==> config.mk <==
export PLATFORM = sky130hd
export DESIGN_NAME = qual_event_counter
export DESIGN_NICKNAME = d
export VERILOG_FILES = /design/src/rtl/qec_pkg.sv /design/src/rtl/qec_event_mux.sv /design/src/rtl/qec_qualifier.sv /design/src/rtl/qec_accum.sv /design/src/rtl/qual_event_counter.sv
export SDC_FILE = /design/constraint.sdc
export NUM_CORES = 1
export LEC_CHECK = 0
export BUFFER_PORTS_ARGS = -buffer_cell sky130_fd_sc_hd__buf_2
export CORE_MARGIN = 3
export CORE_UTILIZATION = 53
export DETAILED_ROUTE_END_ITERATION = 10
export GPL_TIMING_DRIVEN = 0
export HOLD_SLACK_MARGIN = 0.08
export PLACE_DENSITY = 0.87
export SETUP_SLACK_MARGIN = 0.02
export SLEW_MARGIN = 20
export SYNTH_ARGS = -nofsm -noshare
export SYNTH_HDL_FRONTEND = slang
export SYNTH_SLANG_ARGS = --single-unit
==> constraint.sdc <==
create_clock -name clk -period 18.88 [get_ports clk]
set_clock_uncertainty 0.05 [all_clocks]
set_input_delay 1.888 -clock clk [delete_from_list [all_inputs] [get_ports clk]]
set_output_delay 1.888 -clock clk [all_outputs]
set_load 0.01 [all_outputs]
==> src/rtl/qec_pkg.sv <==
package qec_pkg;
  typedef struct packed {
    logic [1:0] spare;
    logic       count_en;
    logic       irq_en;
    logic       inv_cmp;
    logic       edge_det;
    logic       ring0_en;
    logic       ring_hi_en;
    logic [7:0] thresh;
    logic [7:0] umask;
    logic [7:0] evt_code;
  } qec_cfg_t;

  localparam int CFG_W = $bits(qec_cfg_t);
endpackage

==> src/rtl/qec_event_mux.sv <==
module qec_event_mux #(
  parameter int NUM_SRC = 4,
  parameter int LANES   = 8,
  parameter int LANE_W  = 2,
  parameter int SUM_W   = 4
) (
  input  logic [NUM_SRC*LANES*LANE_W-1:0] evt_i,
  input  logic [7:0]                      code_i,
  input  logic [LANES-1:0]                umask_i,
  output logic [SUM_W-1:0]                sum_o
);
  localparam int SRC_W = LANES * LANE_W;
  localparam int RAW_W = LANE_W + $clog2(LANES) + 1;
  localparam logic [RAW_W-1:0] SAT = RAW_W'((1 << SUM_W) - 1);

  logic [SRC_W-1:0]  src;
  logic [LANE_W-1:0] lane_v [LANES];
  logic [RAW_W-1:0]  raw;

  // source select: unknown codes give an all-zero source
  always_comb begin
    src = '0;
    for (int s = 0; s < NUM_SRC; s++)
      if (code_i == 8'(s)) src = evt_i[s*SRC_W +: SRC_W];
  end

  genvar k;
  generate
    for (k = 0; k < LANES; k++) begin : g_lane
      assign lane_v[k] = umask_i[k] ? src[k*LANE_W +: LANE_W] : '0;
    end
  endgenerate

  always_comb begin
    raw = '0;
    for (int j = 0; j < LANES; j++) raw = raw + RAW_W'(lane_v[j]);
  end

  assign sum_o = (raw > SAT) ? SAT[SUM_W-1:0] : raw[SUM_W-1:0];
endmodule

==> src/rtl/qec_qualifier.sv <==
module qec_qualifier
  import qec_pkg::*;
#(
  parameter int SUM_W = 4
) (
  input  logic             clk,
  input  logic             rst,
  input  logic             clr_hist_i,
  input  qec_cfg_t         cfg_i,
  input  logic [SUM_W-1:0] sum_i,
  input  logic [1:0]       priv_i,
  output logic [SUM_W-1:0] inc_o
);
  logic hi_bits, priv_ok, gate, thr_zero, ge, cond, qual, prev_q;

  assign hi_bits  = |cfg_i.thresh[7:SUM_W];
  assign priv_ok  = (!cfg_i.ring0_en && !cfg_i.ring_hi_en) ||
                    ((priv_i == 2'd0) ? cfg_i.ring0_en : cfg_i.ring_hi_en);
  assign gate     = cfg_i.count_en && priv_ok;
  assign thr_zero = (cfg_i.thresh == 8'd0);
  assign ge       = (sum_i >= cfg_i.thresh[SUM_W-1:0]);
  assign cond     = thr_zero ? (sum_i != '0) : (!hi_bits && (ge ^ cfg_i.inv_cmp));
  assign qual     = gate && cond;

  always_ff @(posedge clk) begin
    if (rst || clr_hist_i) prev_q <= 1'b0;
    else                   prev_q <= qual;
  end

  always_comb begin
    if (cfg_i.edge_det)  inc_o = {{(SUM_W-1){1'b0}}, qual && !prev_q};
    else if (thr_zero)   inc_o = gate ? sum_i : '0;
    else                 inc_o = {{(SUM_W-1){1'b0}}, qual};
  end

  // an edge is counted once, never in two consecutive cycles
  a_r6_edge_once: assert property (@(posedge clk) disable iff (rst)
    (cfg_i.edge_det && inc_o != '0 && !clr_hist_i) |=> (inc_o == '0));
  // thresholds above the sum range never count
  a_r4_hi_thresh: assert property (@(posedge clk) disable iff (rst)
    (|cfg_i.thresh[7:SUM_W]) |-> (inc_o == '0));
  // privilege-0-only setting ignores other levels
  a_r7_priv_filter: assert property (@(posedge clk) disable iff (rst)
    (cfg_i.ring0_en && !cfg_i.ring_hi_en && priv_i != 2'd0) |-> (inc_o == '0));
endmodule

==> src/rtl/qec_accum.sv <==
module qec_accum #(
  parameter int CNT_W = 48,
  parameter int INC_W = 4
) (
  input  logic             clk,
  input  logic             rst,
  input  logic             load_i,
  input  logic [CNT_W-1:0] load_val_i,
  input  logic [INC_W-1:0] inc_i,
  input  logic             clr_ovf_i,
  output logic [CNT_W-1:0] cnt_o,
  output logic             ovf_o
);
  logic [CNT_W-1:0] nxt;
  logic             carry;

  assign {carry, nxt} = {1'b0, cnt_o} + (CNT_W+1)'(inc_i);

  always_ff @(posedge clk) begin
    if (rst)         cnt_o <= '0;
    else if (load_i) cnt_o <= load_val_i;
    else             cnt_o <= nxt;
  end

  always_ff @(posedge clk) begin
    if (rst)                  ovf_o <= 1'b0;
    else if (!load_i && carry) ovf_o <= 1'b1;
    else if (clr_ovf_i)       ovf_o <= 1'b0;
  end

  // a preload lands at the next edge
  a_r9_preload: assert property (@(posedge clk) disable iff (rst)
    load_i |=> (cnt_o == $past(load_val_i)));
  // the flag is sticky until cleared
  a_r10_sticky: assert property (@(posedge clk) disable iff (rst)
    (ovf_o && !clr_ovf_i) |=> ovf_o);
  // wrapping from all-ones raises the flag
  a_r10_wrap: assert property (@(posedge clk) disable iff (rst)
    (!load_i && cnt_o == '1 && inc_i != '0) |=> ovf_o);
endmodule

==> src/rtl/qual_event_counter.sv <==
module qual_event_counter
  import qec_pkg::*;
#(
  parameter int CNT_W   = 48,
  parameter int NUM_SRC = 4,
  parameter int LANES   = 8,
  parameter int LANE_W  = 2,
  parameter int SUM_W   = 4
) (
  input  logic                            clk,
  input  logic                            rst,
  input  logic [NUM_SRC*LANES*LANE_W-1:0] evt_i,
  input  logic [1:0]                      priv_i,
  input  logic                            cfg_we_i,
  input  logic [31:0]                     cfg_wdata_i,
  input  logic                            cnt_we_i,
  input  logic [CNT_W-1:0]                cnt_wdata_i,
  input  logic                            ovf_clr_i,
  output logic [CNT_W-1:0]                cnt_o,
  output logic                            ovf_o,
  output logic                            irq_o
);
  qec_cfg_t         cfg_q;
  logic [SUM_W-1:0] sum, inc;

  always_ff @(posedge clk) begin
    if (rst)           cfg_q <= '0;
    else if (cfg_we_i) cfg_q <= qec_cfg_t'(cfg_wdata_i);
  end

  qec_event_mux #(.NUM_SRC(NUM_SRC), .LANES(LANES), .LANE_W(LANE_W), .SUM_W(SUM_W)) u_mux (
    .evt_i(evt_i), .code_i(cfg_q.evt_code), .umask_i(cfg_q.umask[LANES-1:0]), .sum_o(sum));

  qec_qualifier #(.SUM_W(SUM_W)) u_qual (
    .clk(clk), .rst(rst), .clr_hist_i(cfg_we_i), .cfg_i(cfg_q),
    .sum_i(sum), .priv_i(priv_i), .inc_o(inc));

  qec_accum #(.CNT_W(CNT_W), .INC_W(SUM_W)) u_acc (
    .clk(clk), .rst(rst), .load_i(cnt_we_i), .load_val_i(cnt_wdata_i),
    .inc_i(inc), .clr_ovf_i(ovf_clr_i), .cnt_o(cnt_o), .ovf_o(ovf_o));

  always_ff @(posedge clk) begin
    if (rst) irq_o <= 1'b0;
    else     irq_o <= ovf_o && cfg_q.irq_en;
  end

  // disabled counter holds unless preloaded
  a_r8_hold: assert property (@(posedge clk) disable iff (rst)
    (!cfg_q.count_en && !cnt_we_i) |=> $stable(cnt_o));
  // interrupt follows an enabled flag
  a_r11_irq_set: assert property (@(posedge clk) disable iff (rst)
    (ovf_o && cfg_q.irq_en) |=> irq_o);
  // no interrupt without the flag
  a_r11_irq_clr: assert property (@(posedge clk) disable iff (rst)
    (!ovf_o) |=> !irq_o);
endmodule

==> metrics.txt, run 1 <==
Mapped Cells ~560; total CTS buffers 9; Slew Limit Fails 0; post-layout min period around 9.5 ns; Seq/Total Area, Yosys around 33%; vias per inst roughly 5.9; Post-synth EDFFs 0; first-pass GRT wire length 23.2 mm; clock tree buffer depth 2; crit path launch type input port; fin crit share between 50% and 60%; total placed instance area 6080 um^2; Synth area leader dfxtp_1; Pwr Density ~62 nW/um^2; Max-slew headroom 49.1%; Overall Global Routing Usage between 20% and 30%; Yosys warnings 0; clk slew on worst S/H paths 0.08 ns; CTS resizes 0; die area 10600 um^2; status finished clean; Comb pwr share 20.5%; design area approximately 6300 um^2; Area Overhead vs Synth 25.9%; min-delay worst type register to register; Die X 103 um; synthesized cell area around 5000 um^2; largest net degree at the start of global routing 14; Power Internal 0.273 mW; CP max FO 10; Starting Density approximately 56%; post-synth top area share ~33%; Synth area leaders dfxtp_1 (33%), mux4_2 (7.3%), mux2i_1 (6.3%), nor2_1 (5.8%), fa_1 (4.8%); Post CTS Setup Buffer Count 0; ANT nets after route 0; DP HPWL between 10 and 15 mm; RSZ-0062 raised after global routing false; share of layout cells above drive strength 1 ~30%; clk sink count slightly above 80; H-tree levels 3; Top FF cell, synth dfxtp_1; Total Nets Final 940; Slowest-stage cell, CP or4_1; Hold Slack between 0.4 and 0.5 ns; R2R Setup Slk about 10 ns; Max-Cap Viols 0; I/O Buffers around 200; Psw 0.116 mW; required time worst endpoint 19.10 ns; Core ar. ~9000 um^2; Final TNS setup 0 ns; vias in the first global route just over 5000; ant diodes 0; WL/cell about 17 um; initial DRC count 288; Pre-antenna DRT Iters 5; synth cell count leaders dfxtp_1 (81), nor2_1 (77), nand2_1 (33); Final setup viols 0; Sw Share 29.8%; routability cong. between 0.9 and 1; cts hold-fix bufs 0; Hold Violations, Final 0; Worst IR Drop VDD 0.0329 mV; ys async rst share 0%; CTS tree yes; Worst Tran Pin Value around 0.76 ns; clk_lat worst skew approximately 0.35 ns; Final Power approximately 0.4 mW; Avg Cell Area, Syn 8.91 um^2; Clock Power Share roughly 30%; most frequent CP cell fa_1; Reg power frac between 40% and 50%; WL final approximately 15 mm; critical path capture point type register; initial antenna violation count 0; FF+latch count, synth roughly 80; Critical Path AT slightly below 10 ns; f_max 105 MHz; Worst Path Class, Setup input port to register; Post-Synthesis Net Count roughly 730; final setup margin roughly 9.4 ns; Die Ht ~100 um; grt total ovfl 0; IO Pins around 200; total number of vias between 5000 and 6000; DRC errors left 0; delay of the slowest critical-path stage ~0.54 ns; cell with the most instances after synthesis dfxtp_1; Site Rows 34; Root Driver clkbuf_8; leakage between 2 and 3 nW; dpl ws a little over 9 ns; Yosys cell types between 40 and 50
## layer usage
metal	share of wire [%]	vias to the layer above	global-route usage, %
li1	-	2471	-
met1	42	2410	35.4
met2	48	245	47.3
met3	7.4	36	4.19
met4	2.4	0	9.66
met5	0	-	0
## critical path, delay by kind of cell
kind | cells | cell delay [ns]
adders and majority gates | 9 | 3.28
AOI/OAI and AO/OA | 6 | 1.58
and+or+nand+nor | 8 | 2.15
buffers and inverters | 3 | 0.36
muxes | 1 | 0.46
## sequential cells by signal, summed over array words and instances (netlist names)
register and flops:
u_qual.prev_q 1, u_acc.ovf_o 1, irq_o 1, u_acc.cnt_o 48, cfg_q 30
## power groups by stage
stage	sequential (mW)	combinational [mW]	clock, mW
5_1_grt	0.195	0.0885	0.123
3_5_place_dp	0.197	0.0791	0
6_report	0.193	0.0796	0.116
3_3_place_gp	0.196	0.0758	0
2_1_floorplan	0.197	0.0433	0
4_1_cts	0.193	0.0794	0.117
## layout make-up
class | instances | area (um^2)
repair buffers | 196 | 981
clock buffers | 11 | 141
flip-flops and latches | 81 | 1620
plain buffers | 38 | 153
clock inverters | 5 | 28.8
well taps | 108 | 135
inverters | 25 | 93.8
multi-input cells | 413 | 3100
fillers | 724 | 2640
## through the flow
stage               utilization [%]  cells
finish                         70.3    877
global route                   70.3    877
CTS                            70.3    877
detailed placement             68.4    861
global placement               68.4    861
floorplan                         -    557
## kinds of logic (layout without fill, tap and decap cells)
| family | count (synthesis) | in the layout | synth area share, % |
|---|---|---|---|
| compound gates | 92 | 92 | 13.6 |
| xor+xnor | 23 | 23 | 4.06 |
| fa+ha+maj | 25 | 25 | 8.11 |
| buf+inv | 63 | 275 | 4.96 |
| flops | 81 | 81 | 32.7 |
| mux | 47 | 47 | 13.5 |
| simple gates | 226 | 226 | 23.1 |
## worst paths after layout
path | end | start | cells after the start
max | u_acc.ovf_o | evt_i[50] | 27
min reg2reg | irq_o | u_acc.ovf_o | 2
min | irq_o | u_acc.ovf_o | 2
max reg2reg | u_acc.ovf_o | cfg_q[0] | 27
## placed cells by master, fill, tap and decap left out, types with 16 or more instances in the layout
| master | n |
|---|---|
| or4_1 | 19 |
| nand3_1 | 24 |
| xnor2_1 | 19 |
| clkbuf_1 | 27 |
| and3_1 | 16 |
| nor2_1 | 77 |
| a311oi_1 | 21 |
| nand2_1 | 33 |
| buf_2 | 198 |
| inv_1 | 24 |
| mux2i_1 | 31 |
| mux4_2 | 16 |
| dfxtp_1 | 81 |
| a211oi_1 | 19 |
Note: power is estimated with default switching activity, not from simulation.
==> inputs of run 2 (changes only) <==
--- a/config.mk
+++ b/config.mk
@@ -7,11 +7,11 @@
 export LEC_CHECK = 0
 export BUFFER_PORTS_ARGS = -buffer_cell sky130_fd_sc_hd__buf_2
 export CORE_MARGIN = 3
-export CORE_UTILIZATION = 53
+export CORE_UTILIZATION = 49
 export DETAILED_ROUTE_END_ITERATION = 10
 export GPL_TIMING_DRIVEN = 0
 export HOLD_SLACK_MARGIN = 0.08
-export PLACE_DENSITY = 0.87
+export PLACE_DENSITY = 0.81
 export SETUP_SLACK_MARGIN = 0.02
 export SLEW_MARGIN = 20
 export SYNTH_ARGS = -nofsm -noshare
==> constraint.sdc (replaced) <==
create_clock -name clk -period 9.5 [get_ports clk]
set_clock_uncertainty 0.05 [all_clocks]
set_input_delay 0.95 -clock clk [delete_from_list [all_inputs] [get_ports clk]]
set_output_delay 0.95 -clock clk [all_outputs]
set_load 0.01 [all_outputs]
==> run 2 against run 1 <==
Compared with the run above: sequential share of layout area shrank 0.20 points; non-clock buffer count is the same; combinational power grew 97%; die area grew 7.7%; flip-flop and latch count is the same; clock-buffer cell count shrank 1; total power grew 100%; core utilization shrank 6.2 points; cell count grew 2.9%; first-iteration DRC count shrank 4.9%; critical endpoint is now u_acc.cnt_o[44]; highest routed layer unchanged.
==> metrics.txt, run 2 (same netlist as run 1, synthesis figures left out) <==
Critical Path AT 8.87 ns; total CTS buffers 9; Starting Density between 50 and 60%; clk slew on worst S/H paths 0.08 ns; WL final 14.9 mm; largest net degree at the start of global routing 14; Largest regs u_acc.cnt_o: 48 flops, cfg_q: 30 flops; post-layout min period between 8 and 9 ns; max layer used met4; critical path endpoint u_acc.cnt_o[44]; Worst Tran Pin Value roughly 0.75 ns; clock tree buffer depth 2; CTS resizes 0; Core ar. 9820 um^2; ant diodes 0; Max-Cap Viols 0; fin crit share between 90% and 100%; R2R Path End u_acc.cnt_o[44]; required time worst endpoint 9.73 ns; Worst IR Drop VDD roughly 0.093 mV; Die Ht around 110 um; Max-slew headroom 50.3%; status finished clean; WL met1 approximately 6.2 mm; DRC errors left 0; routability cong. slightly below 0.9; CP max FO 10; H-tree levels 3; Final Power just under 0.8 mW; clk_lat worst skew roughly 0.37 ns; Final TNS setup 0 ns; R2R depth 27; most common cell after layout, fill and taps aside buf_2; Biggest register u_acc.cnt_o; Hold Violations, Final 0; R2R Setup Slk ~0.86 ns; Fill cells just under 900; grt total ovfl 0; Storage cell area between 1500 and 2000 um^2; f_max about 120 MHz; RR Startpoint cfg_q[0]; Post CTS Setup Buffer Count 0; Largest register FFs 48; CTS tree yes; Slew Limit Fails 0; Hold Slack between 0.4 and 0.5 ns; RSZ-0062 raised after global routing false; die area 11400 um^2; design area between 6000 and 7000 um^2; Root Driver clkbuf_8; I/O Buffers approximately 200; Worst Path Class, Setup register to register; non-filler instance count after layout between 900 and 1000; Die X 107 um; total number of vias just over 5000; min-delay worst type register to register; Pre-antenna DRT Iters 5; met3 wire length around 1.0 mm; Multi-input gate area approximately 3100 um^2; Pwr Density 126 nW/um^2; clk sink count 81; cts hold-fix bufs 0; Site Rows 36; leakage between 2 and 3 nW; Overall Global Routing Usage a little over a quarter; Total Nets Final between 900 and 1000; IO Pins between 200 and 250; Final setup viols 0; Area Overhead vs Synth 26.9%; critical path capture point type register; crit path launch type register; wire length on met2 ~7.3 mm; first-pass GRT wire length ~24 mm; CP Launch Point cfg_q[0]; initial antenna violation count 0; WL/cell 16.6 um; vias per inst around 5.6; placed insts ~900; initial DRC count ~270; total placed instance area roughly 6100 um^2; vias in the first global route 4997; commonest non-fill, non-tap cells in the layout buf_2 (198), dfxtp_1 (81), nor2_1 (77); DP HPWL ~12 mm; ANT nets after route 0; share of layout cells above drive strength 1 30.6%
## run 2: cell count changes in the layout (fill, tap and decap cells not counted)
cell / delta
clkbuf_8: -1
bufinv_16: +1
clkinv_4: +1
inv_6: -1
## run 2: critical path, stage by stage, from the launching register on
cell and delay (ns):
dfxtp_1 0.32, clkbuf_1 0.45, mux4_2 0.58, and3_1 0.19
ha_1 0.20, fa_1 0.46, fa_1 0.52, fa_1 0.45
fa_1 0.50, ha_1 0.32, a21o_1 0.16, a21oi_1 0.36
and2_1 0.25, ha_1 0.24, nand2b_1 0.14, a2111o_1 0.41
and3_1 0.16, o21ai_0 0.20, and3_1 0.19, ha_1 0.18
inv_1 0.06, fa_1 0.38, nand2b_1 0.24, a21o_1 0.27
or3_4 0.39, buf_2 0.21, or4_1 0.41, a311oi_1 0.24
## run 2: worst min-delay path by stage
stage	from	end	slack (ns)	depth (start not counted)
after global routing	cfg_q[28]	irq_o	0.44	2
after detailed placement	u_acc.ovf_o	irq_o	0.39	2
after floorplan	cfg_q[28]	irq_o	0.37	2
after CTS	u_acc.ovf_o	irq_o	0.40	2
final	cfg_q[28]	irq_o	0.41	2
after global placement	cfg_q[28]	irq_o	0.37	2
## run 2: stage by stage
step                setup WS (ns)  util [%]
finish                      0.859      64.1
global route                0.268      64.1
CTS                         0.847      64.1
detailed placement          0.719      62.2
global placement            0.832      62.2
floorplan                    1.44         -
## run 2: layer usage
layer | vias to the layer above | global-route usage (%)
li1 | 2475 | -
met1 | 2379 | 33.8
met2 | 209 | 43.4
met3 | 30 | 4.46
met4 | 0 | 9.95
met5 | - | 0
## run 2: cell type report
class / count / share of cell area (%)
buffer: 38 / 2.42
clock buffer: 10 / 2.03
clock inverter: 6 / 0.934
inverter: 25 / 1.49
multi-input combinational: 413 / 49.2
sequential: 81 / 25.7
tap: 133 / 2.64
timing repair buffer: 196 / 15.6
## run 2: power by group
part / internal, mW / leakage (nW) / switching (mW)
registers: 0.361 / 0.671 / 0.0231
logic: 0.0794 / 1.98 / 0.0776
clock network: 0.120 / 0.0998 / 0.132
total: 0.561 / 2.75 / 0.233
